--- config.mk ---
export PLATFORM = sky130hd
export DESIGN_NAME = sercom_framer
export DESIGN_NICKNAME = d
export VERILOG_FILES = /design/src/rtl/sercom_pkg.sv /design/src/rtl/sercom_tick.sv /design/src/rtl/sercom_sync.sv /design/src/rtl/sercom_tx.sv /design/src/rtl/sercom_rx.sv /design/src/rtl/sercom_framer.sv
export SDC_FILE = /design/constraint.sdc
export NUM_CORES = 1
export LEC_CHECK = 0
export ABC_AREA = 1
export CAP_MARGIN = 20
export CORE_MARGIN = 2
export CORE_UTILIZATION = 52
export DETAILED_ROUTE_END_ITERATION = 8
export GPL_ROUTABILITY_DRIVEN = 0
export PLACE_DENSITY = 0.79
export RECOVER_POWER = 50
export SETUP_SLACK_MARGIN = 0.05
export SYNTH_ARGS = -nofsm -noshare
export SYNTH_HDL_FRONTEND = slang
export SYNTH_SLANG_ARGS = --single-unit
--- constraint.sdc ---
create_clock -name clk -period 1.6 [get_ports clk]
set_clock_uncertainty 0.15 [all_clocks]
set_input_delay 0.16 -clock clk [delete_from_list [all_inputs] [get_ports clk]]
set_output_delay 0.16 -clock clk [all_outputs]
set_load 0.005 [all_outputs]
--- src/rtl/sercom_pkg.sv ---
package sercom_pkg;
    localparam int BYTE_W = 8;
    localparam int OVS    = 16;
    localparam int TCW    = $clog2(OVS);
    localparam int BIW    = $clog2(BYTE_W);

    typedef enum logic [2:0] {
        TX_IDLE, TX_START, TX_DATA, TX_PAR, TX_STOP1, TX_STOP2
    } tx_st_e;

    typedef enum logic [2:0] {
        RX_IDLE, RX_START, RX_DATA, RX_PAR, RX_STOP
    } rx_st_e;
endpackage

--- src/rtl/sercom_tick.sv ---
module sercom_tick #(
    parameter int DIV = 4
) (
    input  logic clk,
    input  logic rst_n,
    output logic tick
);
    localparam int CW = (DIV > 1) ? $clog2(DIV) : 1;

    logic [CW-1:0] cnt_d, cnt_q;

    always_comb begin
        tick  = (cnt_q == CW'(DIV - 1));
        cnt_d = tick ? '0 : cnt_q + 1'b1;
    end

    always_ff @(posedge clk or negedge rst_n) begin
        if (!rst_n) cnt_q <= '0;
        else        cnt_q <= cnt_d;
    end
endmodule

--- src/rtl/sercom_sync.sv ---
module sercom_sync #(
    parameter int          W       = 1,
    parameter int          STAGES  = 2,
    parameter logic [W-1:0] RST_VAL = '1
) (
    input  logic         clk,
    input  logic         rst_n,
    input  logic [W-1:0] din,
    output logic [W-1:0] dout
);
    logic [W-1:0] stg_q [STAGES];

    always_ff @(posedge clk or negedge rst_n) begin
        if (!rst_n) begin
            for (int i = 0; i < STAGES; i++) stg_q[i] <= RST_VAL;
        end else begin
            stg_q[0] <= din;
            for (int i = 1; i < STAGES; i++) stg_q[i] <= stg_q[i-1];
        end
    end

    assign dout = stg_q[STAGES-1];
endmodule

--- src/rtl/sercom_tx.sv ---
module sercom_tx
    import sercom_pkg::*;
(
    input  logic              clk,
    input  logic              rst_n,
    input  logic              tick,
    input  logic              cfg_sync,
    input  logic              cfg_par_en,
    input  logic              cfg_par_odd,
    input  logic              cfg_two_stop,
    input  logic [BYTE_W-1:0] tx_data,
    input  logic              tx_valid,
    output logic              tx_ready,
    output logic              txd,
    output logic              sclk_out
);
    typedef struct packed {
        tx_st_e            st;
        logic [TCW-1:0]    tcnt;
        logic [BIW-1:0]    bidx;
        logic [BYTE_W-1:0] shreg;
        logic              par;
        logic              sync;
        logic              par_en;
        logic              two_stop;
    } tx_reg_t;

    tx_reg_t q, d;
    logic    bit_end;

    always_comb begin
        d       = q;
        bit_end = tick && (q.tcnt == TCW'(OVS - 1));
        if (q.st == TX_IDLE) begin
            if (tx_valid) begin
                d.shreg    = tx_data;
                d.par      = (^tx_data) ^ cfg_par_odd;
                d.sync     = cfg_sync;
                d.par_en   = cfg_par_en;
                d.two_stop = cfg_two_stop;
                d.tcnt     = '0;
                d.bidx     = '0;
                d.st       = cfg_sync ? TX_DATA : TX_START;
            end
        end else if (tick) begin
            d.tcnt = bit_end ? '0 : q.tcnt + 1'b1;
        end

        if (bit_end) begin
            unique case (q.st)
                TX_START: d.st = TX_DATA;
                TX_DATA: begin
                    d.shreg = {1'b0, q.shreg[BYTE_W-1:1]};
                    if (q.bidx == BIW'(BYTE_W - 1)) begin
                        if (q.sync)        d.st = TX_IDLE;
                        else if (q.par_en) d.st = TX_PAR;
                        else               d.st = TX_STOP1;
                    end else begin
                        d.bidx = q.bidx + 1'b1;
                    end
                end
                TX_PAR:   d.st = TX_STOP1;
                TX_STOP1: d.st = q.two_stop ? TX_STOP2 : TX_IDLE;
                TX_STOP2: d.st = TX_IDLE;
                default:  d.st = TX_IDLE;
            endcase
        end
    end

    always_comb begin
        tx_ready = (q.st == TX_IDLE);
        unique case (q.st)
            TX_START: txd = 1'b0;
            TX_DATA:  txd = q.shreg[0];
            TX_PAR:   txd = q.par;
            default:  txd = 1'b1;
        endcase
        sclk_out = !((q.st == TX_DATA) && q.sync && (q.tcnt < TCW'(OVS / 2)));
    end

    always_ff @(posedge clk or negedge rst_n) begin
        if (!rst_n) begin
            q.st       <= TX_IDLE;
            q.tcnt     <= '0;
            q.bidx     <= '0;
            q.shreg    <= '0;
            q.par      <= 1'b0;
            q.sync     <= 1'b0;
            q.par_en   <= 1'b0;
            q.two_stop <= 1'b0;
        end else begin
            q <= d;
        end
    end
endmodule

--- src/rtl/sercom_rx.sv ---
module sercom_rx
    import sercom_pkg::*;
(
    input  logic              clk,
    input  logic              rst_n,
    input  logic              tick,
    input  logic              cfg_sync,
    input  logic              cfg_par_en,
    input  logic              cfg_par_odd,
    input  logic              rx_s,
    input  logic              sclk_s,
    output logic [BYTE_W-1:0] rx_data,
    output logic              rx_valid,
    output logic              rx_par_err,
    output logic              rx_frm_err
);
    typedef struct packed {
        rx_st_e            st;
        logic [TCW-1:0]    tcnt;
        logic [BIW-1:0]    bidx;
        logic [BYTE_W-1:0] shreg;
        logic              perr;
        logic              sclk_prev;
        logic [BYTE_W-1:0] out_data;
        logic              out_valid;
        logic              out_perr;
        logic              out_ferr;
    } rx_reg_t;

    rx_reg_t q, d;
    logic    mid_start, mid_bit;
    logic [BYTE_W-1:0] shifted;

    always_comb begin
        d           = q;
        d.out_valid = 1'b0;
        d.sclk_prev = sclk_s;
        mid_start   = tick && (q.tcnt == TCW'(OVS / 2 - 1));
        mid_bit     = tick && (q.tcnt == TCW'(OVS - 1));
        shifted     = {rx_s, q.shreg[BYTE_W-1:1]};

        if (cfg_sync) begin
            d.st   = RX_IDLE;
            d.tcnt = '0;
            if (sclk_s && !q.sclk_prev) begin
                d.shreg = shifted;
                if (q.bidx == BIW'(BYTE_W - 1)) begin
                    d.bidx      = '0;
                    d.out_valid = 1'b1;
                    d.out_data  = shifted;
                    d.out_perr  = 1'b0;
                    d.out_ferr  = 1'b0;
                end else begin
                    d.bidx = q.bidx + 1'b1;
                end
            end
        end else begin
            if (tick && (q.st != RX_IDLE)) d.tcnt = q.tcnt + 1'b1;
            unique case (q.st)
                RX_IDLE: begin
                    d.bidx = '0;
                    d.tcnt = '0;
                    if (tick && !rx_s) d.st = RX_START;
                end
                RX_START: begin
                    if (mid_start) begin
                        d.tcnt = '0;
                        d.perr = 1'b0;
                        d.bidx = '0;
                        d.st   = rx_s ? RX_IDLE : RX_DATA;
                    end
                end
                RX_DATA: begin
                    if (mid_bit) begin
                        d.shreg = shifted;
                        if (q.bidx == BIW'(BYTE_W - 1))
                            d.st = cfg_par_en ? RX_PAR : RX_STOP;
                        else
                            d.bidx = q.bidx + 1'b1;
                    end
                end
                RX_PAR: begin
                    if (mid_bit) begin
                        d.perr = ((^q.shreg) ^ rx_s) != cfg_par_odd;
                        d.st   = RX_STOP;
                    end
                end
                RX_STOP: begin
                    if (mid_bit) begin
                        d.out_valid = 1'b1;
                        d.out_data  = q.shreg;
                        d.out_perr  = cfg_par_en && q.perr;
                        d.out_ferr  = !rx_s;
                        d.st        = RX_IDLE;
                    end
                end
                default: d.st = RX_IDLE;
            endcase
        end
    end

    assign rx_data    = q.out_data;
    assign rx_valid   = q.out_valid;
    assign rx_par_err = q.out_perr;
    assign rx_frm_err = q.out_ferr;

    always_ff @(posedge clk or negedge rst_n) begin
        if (!rst_n) begin
            q.st        <= RX_IDLE;
            q.tcnt      <= '0;
            q.bidx      <= '0;
            q.shreg     <= '0;
            q.perr      <= 1'b0;
            q.sclk_prev <= 1'b1;
            q.out_data  <= '0;
            q.out_valid <= 1'b0;
            q.out_perr  <= 1'b0;
            q.out_ferr  <= 1'b0;
        end else begin
            q <= d;
        end
    end
endmodule

--- src/rtl/sercom_framer.sv ---
module sercom_framer
    import sercom_pkg::*;
#(
    parameter int CLK_DIV = 4
) (
    input  logic              clk,
    input  logic              rst_n,
    input  logic              cfg_sync,
    input  logic              cfg_par_en,
    input  logic              cfg_par_odd,
    input  logic              cfg_two_stop,
    input  logic [BYTE_W-1:0] tx_data,
    input  logic              tx_valid,
    output logic              tx_ready,
    output logic              txd,
    output logic              sclk_out,
    input  logic              rxd,
    input  logic              sclk_in,
    output logic [BYTE_W-1:0] rx_data,
    output logic              rx_valid,
    output logic              rx_par_err,
    output logic              rx_frm_err
);
    logic       tick;
    logic [1:0] line_s;

    sercom_tick #(.DIV(CLK_DIV)) u_tick (
        .clk   (clk),
        .rst_n (rst_n),
        .tick  (tick)
    );

    sercom_sync #(.W(2), .STAGES(2), .RST_VAL(2'b11)) u_sync (
        .clk   (clk),
        .rst_n (rst_n),
        .din   ({sclk_in, rxd}),
        .dout  (line_s)
    );

    sercom_tx u_tx (
        .clk          (clk),
        .rst_n        (rst_n),
        .tick         (tick),
        .cfg_sync     (cfg_sync),
        .cfg_par_en   (cfg_par_en),
        .cfg_par_odd  (cfg_par_odd),
        .cfg_two_stop (cfg_two_stop),
        .tx_data      (tx_data),
        .tx_valid     (tx_valid),
        .tx_ready     (tx_ready),
        .txd          (txd),
        .sclk_out     (sclk_out)
    );

    sercom_rx u_rx (
        .clk         (clk),
        .rst_n       (rst_n),
        .tick        (tick),
        .cfg_sync    (cfg_sync),
        .cfg_par_en  (cfg_par_en),
        .cfg_par_odd (cfg_par_odd),
        .rx_s        (line_s[0]),
        .sclk_s      (line_s[1]),
        .rx_data     (rx_data),
        .rx_valid    (rx_valid),
        .rx_par_err  (rx_par_err),
        .rx_frm_err  (rx_frm_err)
    );
endmodule

==> impl_metrics.toml <==
[sta]
hold_viol_final = 0
fin_ws_ps = -180
worst_slew_pin_slew_ps = 309
holdWs_ps = 209
min_period_ps = 1780
slew-limit-headroom_pct = 79.4
grt_setup_unrepaired = "true"
period_share_pct = 111
finalSetupViolations = 43
fmax_ghz = 0.562
maxSlewViolCount = 0

[yosys]
ys_types = 35
ys_warn_count = 0
yosysTopAreaCellShare_pct = 40.8
synth-xor-area-share_pct = 1.32
synthFlopType = "dfrtp_1"
synth_most_common_cell = "nand2_1"
synth.area.mux_share_pct = 0
synth_top_family_by_area = "simple AND/OR/NAND/NOR gates"
async_reset_ff_share_pct = 100
synth-seq-cells = 59
synth_edf_count = 0
synth_fa_ha_area_share_pct = 3.03
syn_inst = 399
avgSynthCellArea_um2 = 8.29
synth_area_um2 = 3310
synth_seq_area_share_pct = 44.8
synthTopCellsByCount = "nand2_1 (108), dfrtp_1 (54), inv_1 (41), nand3_1 (38), o21ai_0 (25)"
synth-compound-area-share_pct = 14.0
syn_nets = 424
synthTopCellsByArea = "dfrtp_1 (41%), nand2_1 (12%), nand3_1 (5.7%)"
yosysTopAreaCell = "dfrtp_1"
yosys.area_share.simple_pct = 27.1

[critical_path]
crit_buf_inv = 1
crit_type = "flop to flop"
worstPathRequired_ps = 1670
cp_max_fo = 5
crit_family = "simple AND/OR/NAND/NOR gates"
arrival_ps = 1850
cp-end-kind = "flop"
start_kind = "flop"
cp_slowest_cell = "or3_4"
path_cells = "ha_2, ha_4, nand2_2, or3_4, clkbuf_16, nand3_2, o221ai_2"
slowest_delay_ps = 440

[clocking]
path_clk_slew_ps = 70
cts_buffers = 9
ctsHtreeMaxLevel = 3
worstSkewPairLatency_ps = 350
cts_tree = "done"
cts_buffer_depth = 2
root_buffer = "clkbuf_8"
cts_sinks = 59

[route]
vias = 3268
drt_iter0_drc = 288
dr.pass1.iters = 5
drcViolationCount = 0
ant_nets = 0
wl_per_cell_um = 16.7
wl_mm = 9.68
vias_per_cell = 5.64

[global_route]
antenna_found_initial = 0
grt_max_degree = 60
track_usage_pct = 23.3
grt_overflow_total = 0
first_global_vias = 2869
grt_pass1_wl_mm = 12.8

[finish]
layout.nets = 522
drive_gt1_share_pct = 44.6
area_delta_synth_final_pct = 50.3
finalNonFillerCells = 579
fillerInstances = 370
utilization_pct = 79.7
final_area_um2 = 4970
antenna-diode-count = 0

[die]
rows = 29
die_x_um = 83.8
initial_core_util_pct = 53.0
dieArea_um2 = 7020
core_area_um2 = 6240
die_y_um = 83.8
pin_count = 31

[pwr]
power.net_switching_mw = 1.48
p_int_mw = 3.00
switching_share_pct = 33.1
clock_power_share_pct = 32.4
p_leak_nw = 2.33
power_frac_seq_pct = 38.6
irDropWorstVdd_mv = 0.648
p_per_area_nw_per_um2 = 902
combPwrFrac_pct = 29.0

[outcome]
violations = "setup timing"
status = "finished with violations"

[place]
portBuffers = 30
dp_hpwl_mm = 4.98
placedCellCount = 525
place_area_um2 = 3860

[run]
maxCapViolCount = 0

[min_path]
hp-class = "primary input to async pin"
## metrics by stage
step	setup slack (ps)	setup TNS [ps]	power, mW
2_1_floorplan	-56.1	-206	2.39
3_3_place_gp	-120	-2560	2.71
3_5_place_dp	-175	-3640	2.75
4_1_cts	-114	-1640	4.24
5_1_grt	-219	-6090	4.70
6_report	-180	-3940	4.49
## sequential cells by signal, summed over array words and instances (netlist names)
register,cells
u_tx.q,22
u_rx.q,20
u_rx.rx_data,8
u_sync.dout,2
u_sync.stg_q,2
u_tick.cnt_q,2
u_rx.rx_frm_err,1
u_rx.rx_par_err,1
u_rx.rx_valid,1
## power by group through the flow
stage | combinational [mW] | clock (mW) | sequential, mW
finish | 1.30 | 1.45 | 1.73
global route | 1.41 | 1.54 | 1.75
CTS | 1.07 | 1.45 | 1.72
detailed placement | 1.01 | 0 | 1.74
global placement | 0.974 | 0 | 1.73
floorplan | 0.656 | 0 | 1.73
## worst paths after layout
kind,start,cells past startpoint,slack (ps),end
min reg2reg,u_sync.stg_q[3]$_DFF_PN1_,0,210,u_sync.dout[1]$_DFF_PN1_
max,u_rx.q[21]$_DFFE_PN0P_,7,-180,u_rx.rx_data[1]$_DFFE_PN0P_
max in group asynchronous,rst_n,3,800,u_sync.stg_q[2]$_DFF_PN1_
min,rst_n,3,210,u_rx.q[28]$_DFFE_PN0P_
max reg2reg,u_rx.q[21]$_DFFE_PN0P_,7,-180,u_rx.rx_data[1]$_DFFE_PN0P_
min in group clk,u_sync.stg_q[3]$_DFF_PN1_,0,210,u_sync.dout[1]$_DFF_PN1_
## placed cells by master, fill, tap and decap left out, types with 5 or more instances in the layout
cell type	instances
nand2_1	81
o221ai_2	8
nor2_4	12
buf_12	7
inv_2	10
buf_4	53
nand3_1	23
clkbuf_8	12
dfstp_2	5
a21oi_1	6
buf_6	10
clkdlybuf4s50_1	21
inv_1	33
o21ai_0	7
nand3_2	15
o21ai_2	16
nor2_1	14
o21ai_1	15
dfrtp_1	51
nand2_4	9
nand2_2	22
## cell type report
class,instances,area [um2],area share (%)
multi-input combinational,276,1980,39.8
clock inverter,1,30.0,0.604
sequential,59,1490,29.9
inverter,47,191,3.85
tap,77,96.3,1.94
clock buffer,15,176,3.55
timing repair buffer,104,1010,20.4
## repair_timing
item	4_1_cts	5_1_grt
pin swaps	15	38
gates resized for setup	56	123
hold buffers	1	0
hold endpoints to repair	59	0
buffers inserted	8	26
cloned	1	2
endpoints found under the setup margin	44	62
## routing by layer
layer	vias up	wire [um]	global-route usage, %
met1	1581	3780	28.2
li1	1503	-	-
met4	0	348	12.0
met2	149	4980	38.2
met3	35	565	6.03
met5	-	0	0
## cell families after synthesis
group                    Yosys count
AND/OR/NAND/NOR                  196
AO/OA/AOI/OAI                     66
buffers and inverters             65
flip-flops                        59
adder cells (fa/ha/maj)            8
XOR/XNOR                           5
## tightest hold or removal path, cell delays in order
cell and delay [ps]:
dlygate4sd3_1 530, buf_2 120, buf_12 290
No activity file was read; power rests on OpenSTA's default activity.
